### config.mk
export PLATFORM = sky130hd
export DESIGN_NAME = irq_enable_ctrl
export DESIGN_NICKNAME = d
export VERILOG_FILES = /design/src/rtl/irqc_pkg.sv /design/src/rtl/irqc_mask_reg.sv /design/src/rtl/irqc_nmi_latch.sv /design/src/rtl/irqc_arbiter.sv /design/src/rtl/irqc_enable_ff.sv /design/src/rtl/irq_enable_ctrl.sv
export SDC_FILE = /design/constraint.sdc
export NUM_CORES = 1
export LEC_CHECK = 0
export ABC_AREA = 1
export BUFFER_PORTS_ARGS = -buffer_cell sky130_fd_sc_hd__buf_2
export CAP_MARGIN = 25
export CORE_MARGIN = 5
export CORE_UTILIZATION = 39
export CTS_CLUSTER_SIZE = 16
export DETAILED_ROUTE_END_ITERATION = 16
export PLACE_DENSITY = 0.73
export SYNTH_ARGS = -nofsm -noshare
export SYNTH_HDL_FRONTEND = slang
export SYNTH_SLANG_ARGS = --single-unit
### constraint.sdc
create_clock -name clk_i -period 1.2 [get_ports clk_i]
set_clock_uncertainty 0.15 [all_clocks]
set_input_delay 0.06 -clock clk_i [delete_from_list [all_inputs] [get_ports clk_i]]
set_output_delay 0.06 -clock clk_i [all_outputs]
set_load 0.01 [all_outputs]
### src/rtl/irqc_pkg.sv
package irqc_pkg;
  localparam int unsigned NUM_MI = 4;
  localparam int unsigned NUM_SRC = NUM_MI + 1;
  localparam int unsigned IDX_W = $clog2(NUM_SRC);

  typedef enum logic [IDX_W-1:0] {
    SRC_INTR = 3'd0,
    SRC_RSTC = 3'd1,
    SRC_RSTB = 3'd2,
    SRC_RSTA = 3'd3,
    SRC_NMI  = 3'd4
  } src_e;
endpackage

### src/rtl/irqc_mask_reg.sv
module irqc_mask_reg #(
  parameter int unsigned WIDTH = 4,
  parameter int unsigned ADDR_W = 8,
  parameter logic [ADDR_W-1:0] PORT = 8'hBB,
  parameter logic [WIDTH-1:0] INIT = 4'b0001
) (
  input  logic              clk_i,
  input  logic              rst_ni,
  input  logic              wr_i,
  input  logic              blk_i,
  input  logic [ADDR_W-1:0] addr_i,
  input  logic [WIDTH-1:0]  data_i,
  output logic [WIDTH-1:0]  mask_o
);
  logic hit;
  // only single-port output forms load the mask
  assign hit = wr_i && !blk_i && (addr_i == PORT);

  always_ff @(posedge clk_i or negedge rst_ni) begin
    if (!rst_ni)  mask_o <= INIT;
    else if (hit) mask_o <= data_i;
  end
endmodule

### src/rtl/irqc_nmi_latch.sv
module irqc_nmi_latch (
  input  logic clk_i,
  input  logic rst_ni,
  input  logic nmi_i,
  input  logic take_i,
  output logic pend_o
);
  logic nmi_d;
  logic edge_seen;

  assign edge_seen = nmi_i && !nmi_d;

  always_ff @(posedge clk_i or negedge rst_ni) begin
    if (!rst_ni) begin
      nmi_d  <= 1'b0;
      pend_o <= 1'b0;
    end else begin
      nmi_d  <= nmi_i;
      // a fresh edge survives a take in the same cycle
      pend_o <= edge_seen || (pend_o && !take_i);
    end
  end
endmodule

### src/rtl/irqc_arbiter.sv
module irqc_arbiter #(
  parameter int unsigned N = 5,
  localparam int unsigned IW = $clog2(N)
) (
  input  logic [N-1:0]  req_i,
  output logic [N-1:0]  grant_o,
  output logic [IW-1:0] idx_o
);
  // highest index wins
  for (genvar i = 0; i < N; i++) begin : g_pri
    if (i == N - 1) begin : g_top
      assign grant_o[i] = req_i[i];
    end else begin : g_low
      assign grant_o[i] = req_i[i] && !(|req_i[N-1:i+1]);
    end
  end

  always_comb begin
    idx_o = '0;
    for (int unsigned i = 0; i < N; i++) begin
      if (grant_o[i]) idx_o = IW'(i);
    end
  end
endmodule

### src/rtl/irqc_enable_ff.sv
module irqc_enable_ff (
  input  logic clk_i,
  input  logic rst_ni,
  input  logic ei_i,
  input  logic di_i,
  input  logic retn_i,
  input  logic boundary_i,
  input  logic take_nmi_i,
  input  logic take_mi_i,
  output logic iff1_o,
  output logic iff2_o,
  output logic pend_o
);
  logic iff1_d, iff2_d, pend_d;

  always_comb begin
    iff1_d = iff1_o;
    iff2_d = iff2_o;
    if (take_nmi_i) begin
      iff2_d = iff1_o;
      iff1_d = 1'b0;
    end else if (take_mi_i) begin
      iff1_d = 1'b0;
      iff2_d = 1'b0;
    end else if (retn_i) begin
      iff1_d = iff2_o;
    end else if (di_i) begin
      iff1_d = 1'b0;
      iff2_d = 1'b0;
    end else if (ei_i) begin
      iff1_d = 1'b1;
      iff2_d = 1'b1;
    end

    if (ei_i)            pend_d = 1'b1;
    else if (boundary_i) pend_d = 1'b0;
    else                 pend_d = pend_o;
  end

  always_ff @(posedge clk_i or negedge rst_ni) begin
    if (!rst_ni) begin
      iff1_o <= 1'b0;
      iff2_o <= 1'b0;
      pend_o <= 1'b0;
    end else begin
      iff1_o <= iff1_d;
      iff2_o <= iff2_d;
      pend_o <= pend_d;
    end
  end
endmodule

### src/rtl/irq_enable_ctrl.sv
module irq_enable_ctrl
  import irqc_pkg::*;
#(
  parameter int unsigned ADDR_W = 8,
  parameter int unsigned DATA_W = 8,
  parameter logic [ADDR_W-1:0] MASK_PORT = 8'hBB,
  parameter logic [NUM_MI-1:0] MASK_INIT = 4'b0001
) (
  input  logic               clk_i,
  input  logic               rst_ni,
  input  logic               ei_i,
  input  logic               di_i,
  input  logic               retn_i,
  input  logic               boundary_i,
  input  logic               io_wr_i,
  input  logic [ADDR_W-1:0]  io_addr_i,
  input  logic [DATA_W-1:0]  io_data_i,
  input  logic               io_blk_i,
  input  logic               nmi_i,
  input  logic               rsta_i,
  input  logic               rstb_i,
  input  logic               rstc_i,
  input  logic               intr_i,
  output logic [NUM_SRC-1:0] accept_o,
  output logic [IDX_W-1:0]   vec_o,
  output logic               iff1_o,
  output logic               iff2_o,
  output logic               ei_pend_o
);
  logic [NUM_MI-1:0]  mask;
  logic [NUM_MI-1:0]  mi_req;
  logic [NUM_SRC-1:0] req, grant, take;
  logic [IDX_W-1:0]   idx;
  logic               nmi_pend, mi_open;
  logic               unused_data;

  assign unused_data = ^io_data_i[DATA_W-1:NUM_MI];

  irqc_mask_reg #(
    .WIDTH (NUM_MI),
    .ADDR_W(ADDR_W),
    .PORT  (MASK_PORT),
    .INIT  (MASK_INIT)
  ) u_mask (
    .clk_i (clk_i),
    .rst_ni(rst_ni),
    .wr_i  (io_wr_i),
    .blk_i (io_blk_i),
    .addr_i(io_addr_i),
    .data_i(io_data_i[NUM_MI-1:0]),
    .mask_o(mask)
  );

  irqc_nmi_latch u_nmi (
    .clk_i (clk_i),
    .rst_ni(rst_ni),
    .nmi_i (nmi_i),
    .take_i(take[SRC_NMI]),
    .pend_o(nmi_pend)
  );

  // maskable gate: both flags, no delayed-enable window
  assign mi_open = iff1_o && iff2_o && !ei_pend_o;
  assign mi_req  = {rsta_i, rstb_i, rstc_i, intr_i} & mask & {NUM_MI{mi_open}};
  assign req     = {nmi_pend, mi_req};

  irqc_arbiter #(.N(NUM_SRC)) u_arb (
    .req_i  (req),
    .grant_o(grant),
    .idx_o  (idx)
  );

  assign take = grant & {NUM_SRC{boundary_i}};

  irqc_enable_ff u_iff (
    .clk_i     (clk_i),
    .rst_ni    (rst_ni),
    .ei_i      (ei_i),
    .di_i      (di_i),
    .retn_i    (retn_i),
    .boundary_i(boundary_i),
    .take_nmi_i(take[SRC_NMI]),
    .take_mi_i (|take[NUM_MI-1:0]),
    .iff1_o    (iff1_o),
    .iff2_o    (iff2_o),
    .pend_o    (ei_pend_o)
  );

  always_ff @(posedge clk_i or negedge rst_ni) begin
    if (!rst_ni) begin
      accept_o <= '0;
      vec_o    <= '0;
    end else begin
      accept_o <= take;
      vec_o    <= (|take) ? idx : '0;
    end
  end
endmodule

---- Word level (Yosys, flattened, before mapping) ----
Index checks and enable logic that the tools add are counted.
cells by class
  eq/ne operators ......................... 2
  multiplexer cells ....................... 15
  bitwise logic cells ..................... 3
  reduce and logical (&&, ||, !) cells .... 28
operators by type and width
  kind                  number
  $mux W3               4
  $mux W1               11
  $logic_and A1 B1 Y1   10
  $and A4 B4 Y4         2
  $eq A8 B8 Y1 const B  1
  $logic_not A1 Y1      8
  $reduce_or A4 Y1      2
  $and A5 B5 Y5         1
  $reduce_bool A5 Y1    1
  $reduce_or A5 Y1      1
  $reduce_bool A4 Y1    1
  $ne A3 B1 Y1 const B  1
  $reduce_or A3 Y1      1
  $reduce_and A2 Y1     1
  $reduce_bool A2 Y1    1
  $reduce_or A2 Y1      1
  $logic_or A1 B1 Y1    1
word-level totals
  register bits after elaboration ......... 17
  input port bits ......................... 29
  output and inout bits ................... 11
  word-level logic and storage cells ...... 56

---- Depth between registers and ports, before layout ----
  depth in word-level cells ............... 11
  mapped depth ............................ 9
  gate-level depth less buffers ........... 9

---- Cells and area by module ----
A second synthesis with hierarchy kept.
unflattened totals
  cell total of the unflattened synthesis .. 112
  area, all modules ....................... 898.4 um^2
by module, submodules not included
  module           times used  cells an instance  area each (um^2)  seq. area each (um^2)
  irq_enable_ctrl  1           37                 319.1             200.2
  irqc_mask_reg    1           27                 261.5             101.3
  irqc_enable_ff   1           25                 175.2             75.1
  irqc_arbiter     1           16                 73.8              0.0
  irqc_nmi_latch   1           7                  68.8              50.0

---- Least setup slack after synthesis ----
OpenSTA, ideal clock, no wires.
  kind .................................... flip-flop to flip-flop
  start ................................... register u_iff.iff2_o
  end ..................................... register u_iff.iff2_o
  setup time .............................. 0.121 ns
  arrival time ............................ 1.047 ns
  required time ........................... 0.929 ns
  slack ................................... -0.118 ns
  cell stages (with the launch flop) ...... 10
  path buffers ............................ 0
  clock period less this slack ............ 1.318 ns
  cells stage by stage .................... dfrtp_1 > nand2_2 > nor2_4 > o21ai_2 > nand3_2 > nand2_4 > nand2_2 > nand2_1 > nand2_1 > nand2_1
on the way
  longest elaborated chain between the ends .. 10
  elaborated cells between the ends (all ways) .. 20
  those cells by class .................... 1 x eq/ne; 2 x mux; 2 x bitwise; 15 x reduce/logical
RTL lines
  what                                                    RTL line               source
  start, declared                                         irqc_enable_ff.sv:11   output logic iff2_o,
  start signal, assigned                                  irqc_enable_ff.sv:47   iff2_o <= iff2_d;
  $logic_and A1 B1 Y1 (*) (2 in series)                   irq_enable_ctrl.sv:63  assign mi_open = iff1_o && iff2_o && !ei_pend_o;
  $and A4 B4 Y4 (*)                                       irq_enable_ctrl.sv:64  assign mi_req = {rsta_i, rstb_i, rstc_i, intr_i} & mask & {NUM_MI{mi_open}};
  $reduce_or A4 Y1, or another cell as far along          irqc_arbiter.sv:14     assign grant_o[i] = req_i[i] && !(|req_i[N-1:i+1]);
  $logic_not A1 Y1                                        irqc_arbiter.sv:14
  $logic_and A1 B1 Y1                                     irqc_arbiter.sv:14
  $and A5 B5 Y5 (*)                                       irq_enable_ctrl.sv:73  assign take = grant & {NUM_SRC{boundary_i}};
  $reduce_or A4 Y1 (*)                                    irq_enable_ctrl.sv:83  .take_mi_i (|take[NUM_MI-1:0]),
  $ne A3 B1 Y1 (no line), or another cell as far along    --
  $reduce_and A2 Y1 (no line) or $mux W1 (tied branches)  --
Mark *: on every way between the ends. The rest lies on a longest branch, timed or not.
A chain may end at the register's enable or synchronous reset.

---- Final worst setup path ----
  start ................................... register u_mask.mask_o[3]
  end ..................................... register u_iff.iff1_o
on the way
  longest elaborated chain between the ends .. 9
  elaborated cells between the ends (all ways) .. 17
  those cells by class .................... 2 x mux; 3 x bitwise; 12 x reduce/logical
RTL lines
  what                                            RTL line               source
  start, declared                                 irqc_mask_reg.sv:13    output logic [WIDTH-1:0] mask_o
  start signal, assigned                          irqc_mask_reg.sv:21    else if (hit) mask_o <= data_i;
  $and A4 B4 Y4 (*) (2 in series)                 irq_enable_ctrl.sv:64
  $reduce_or A4 Y1, or another cell as far along  irqc_arbiter.sv:14
  $logic_not A1 Y1                                irqc_arbiter.sv:14
  $logic_and A1 B1 Y1                             irqc_arbiter.sv:14
  $and A5 B5 Y5 (*)                               irq_enable_ctrl.sv:73
  $reduce_or A4 Y1 (*)                            irq_enable_ctrl.sv:83
  $mux W1                                         irqc_enable_ff.sv:22   end else if (take_mi_i) begin
  $mux W1                                         irqc_enable_ff.sv:19   if (take_nmi_i) begin
  end signal, assigned                            irqc_enable_ff.sv:46   iff1_o <= iff1_d;
  end, declared                                   irqc_enable_ff.sv:10   output logic iff1_o,
Marks and branches as above.

==> impl_metrics.json <==
{
  "dieArea_mm2": 0.00300,
  "synth_cells": 87,
  "power.density_mw_per_mm2": 873,
  "globalRouteTotalUtil_pct": 15.9,
  "drc": 0,
  "routedWlPerCell_um": 13.7,
  "hold_slack_ns": -0.00120,
  "drive_gt1_share_pct": 54.7,
  "antenna_found_initial": 0,
  "postLayoutCellArea_mm2": 0.00138,
  "gp_congestion": 0.741,
  "crit_path_end_kind": "register",
  "grt_pass1_vias": 792,
  "required_ns": 1.24,
  "cpMostUsedCell": "nand2_2",
  "ys.warnings.count": 0,
  "ys_types": 22,
  "start_kind": "register",
  "grt_max_degree": 18,
  "failed_checks": "hold timing, setup timing",
  "core-area_mm2": 0.00194,
  "slew_viol_final": 0,
  "ys.flop_type": "dfrtp_1",
  "fin_crit_ns": 1.50,
  "synth_top_area_cell": "dfrtp_1",
  "irDropWorstVdd_v": 0.000620,
  "htree_levels": 1,
  "syn_to_final_growth_pct": 76.0,
  "drtAntennaViolNets": 0,
  "crit_type": "reg2reg",
  "setup_viol": 7,
  "diodes": 0,
  "period_share_pct": 125,
  "grt_pass1_wl_um": 3350,
  "slowest_stage": "dfrtp_1",
  "synth_nets": 116,
  "via_per_inst": 4.76,
  "avgSynthCellArea_um2": 9.00,
  "slew_headroom_pct": 75.1,
  "rows": 16,
  "worst_slack_ns": -0.300,
  "clockRootBuffer": "clkbuf_4",
  "cp_max_fo": 6,
  "totalWireLength_um": 2540,
  "worst_path_largest_cell_delay_ns": 0.41,
  "crit_path_cell_trace": "nand2_2 -> inv_2 -> o21ai_2 -> nand3_2 -> nand2_4 -> nand3_2 -> nand2_2 -> nand2_2",
  "cts_sinks": 17,
  "path_delay_family": "simple AND/OR/NAND/NOR gates",
  "worst_pin_slew_ns": 0.373,
  "nNetsFinal": 189,
  "final_cells": 186,
  "synth_commonest_cells": "20 x nand2_1, 17 x inv_1, 16 x dfrtp_1, 5 x o21ai_0",
  "die_y_um": 54.8,
  "grt_overflow": 0,
  "syn_area_um2": 783,
  "cts_max_path_buffers": 2,
  "fmax_mhz": 667,
  "cts_tree": "done",
  "maxCapViolCount": 0,
  "die_w_um": 54.8,
  "port_buffers": 35,
  "hpwl_um": 1440,
  "tns_ns": -1.37,
  "synth-edff-count": 0,
  "status": "finished with violations",
  "crit_arrival_ns": 1.54,
  "synth_seq_area_share_pct": 54.5,
  "cts.clk_slew.worst_paths_ns": 0.09,
  "ys_ff_latch": 17,
  "async_reset_ff_share_pct": 100,
  "fillers": 147,
  "via_count": 885,
  "synthTopCellsByArea": "dfrtp_1 51%, nand2_1 9.6%, inv_1 8.1%, dfstp_2 3.4%, o21ai_2 3.4%",
  "start_util_pct": 40.3,
  "leakage_nw": 0.754,
  "first_iter_violations": 10,
  "numCtsBuffers": 3,
  "critical_path_buf_inv_count": 1,
  "finalHoldViolCount": 1,
  "yosysMostFrequentCell": "nand2_1",
  "rsz0062_at_grt": "yes",
  "dpl_cell_area_mm2": 0.00109,
  "synth_top_area_share_pct": 51.1,
  "dr.pass1.iters": 4,
  "clkLatencyLatePin_ns": 0.29,
  "io_pins": 40,
  "hp-class": "in2reg",
  "design_power_total_mw": 1.20,
  "post-place-cells": 162
}
-- area by class of cell --
class | count | area, um2 | area share [%]
well taps | 27 | 33.8 | 2.45
repair buffers | 68 | 475 | 34.5
clock buffers | 4 | 26.3 | 1.91
inverters | 17 | 66.3 | 4.81
flip-flops and latches | 17 | 427 | 30.9
multi-input cells | 53 | 350 | 25.4
-- cell families after synthesis --
logic type	Yosys count	synth area share, %
AOI/OAI and AO/OA	13	11.0
buffers and inverters	17	8.15
DFF	17	54.5
and+or+nand+nor	40	26.4
-- metrics by stage --
stage / utilization, % / worst slack, ns
floorplan: - / -0.118
global placement: 56.1 / -0.107
detailed placement: 56.1 / -0.139
CTS: 64.8 / -0.147
global route: 71.0 / -0.378
finish: 71.0 / -0.300
-- worst paths after layout --
path | cells past startpoint | startpoint | to | slack, ns
max reg2reg | 8 | u_mask.mask_o[3]$_DFFE_PN0P_ | u_iff.iff1_o$_DFFE_PN0P_ | -0.30
max in group asynchronous | 2 | rst_ni | u_mask.mask_o[0]$_DFFE_PN1P_ | 0.53
min in group asynchronous | 2 | rst_ni | u_mask.mask_o[1]$_DFFE_PN0P_ | 0.07
max | 8 | u_mask.mask_o[3]$_DFFE_PN0P_ | u_iff.iff1_o$_DFFE_PN0P_ | -0.30
min | 4 | rstc_i | accept_o[1]$_DFF_PN0_ | -0.001
min reg2reg | 1 | u_nmi.nmi_d$_DFF_PN0_ | u_nmi.pend_o$_DFF_PN0_ | 0.29
-- cells in the final DEF (no fill, tap or decap), drive strengths merged, types with 2 or more instances in the layout --
master       count
nand4            2
dfrtp           16
clkbuf           4
o21ai            8
inv             17
buf             58
nor3             4
nand3            3
nand2           24
nor2             4
dlygate4sd3     10
nor3b            2
-- layer usage --
layer  vias to the layer above  track usage (%)  share of wire [%]
li1                        424                -                  -
met2                        29             29.9                 54
met1                       428             16.7                 39
met5                         -                0                  0
met3                         4             3.00                5.3
met4                         0             7.47                1.4
-- power breakdown --
group          switching (mW)  internal [mW]  leakage [nW]
sequential             0.0150          0.598         0.221
combinational           0.141          0.143         0.518
clock                   0.176          0.129        0.0150
total                   0.332          0.871         0.754
-- worst min-delay path, stage by stage --
cell and delay (ns):
buf_2 0.09, nand2_1 0.08, buf_4 0.13, nor4_4 0.04
-- flip-flops by register name, indices dropped and copies added (netlist names) --
| signal | count |
|---|---|
| u_iff.iff1_o | 1 |
| vec_o | 3 |
| u_iff.pend_o | 1 |
| u_nmi.nmi_d | 1 |
| u_iff.iff2_o | 1 |
| accept_o | 5 |
| u_nmi.pend_o | 1 |
| u_mask.mask_o | 4 |
-- what timing repair did --
item                                    4_1_cts  5_1_grt
pin swaps                                     3        6
resized for setup                             6       18
buffers inserted                              5        5
hold buffers                                  9        1
hold endpoints to repair                     33        3
endpoints found under the setup margin        6       11
Note: power is estimated with default switching activity, not from simulation.
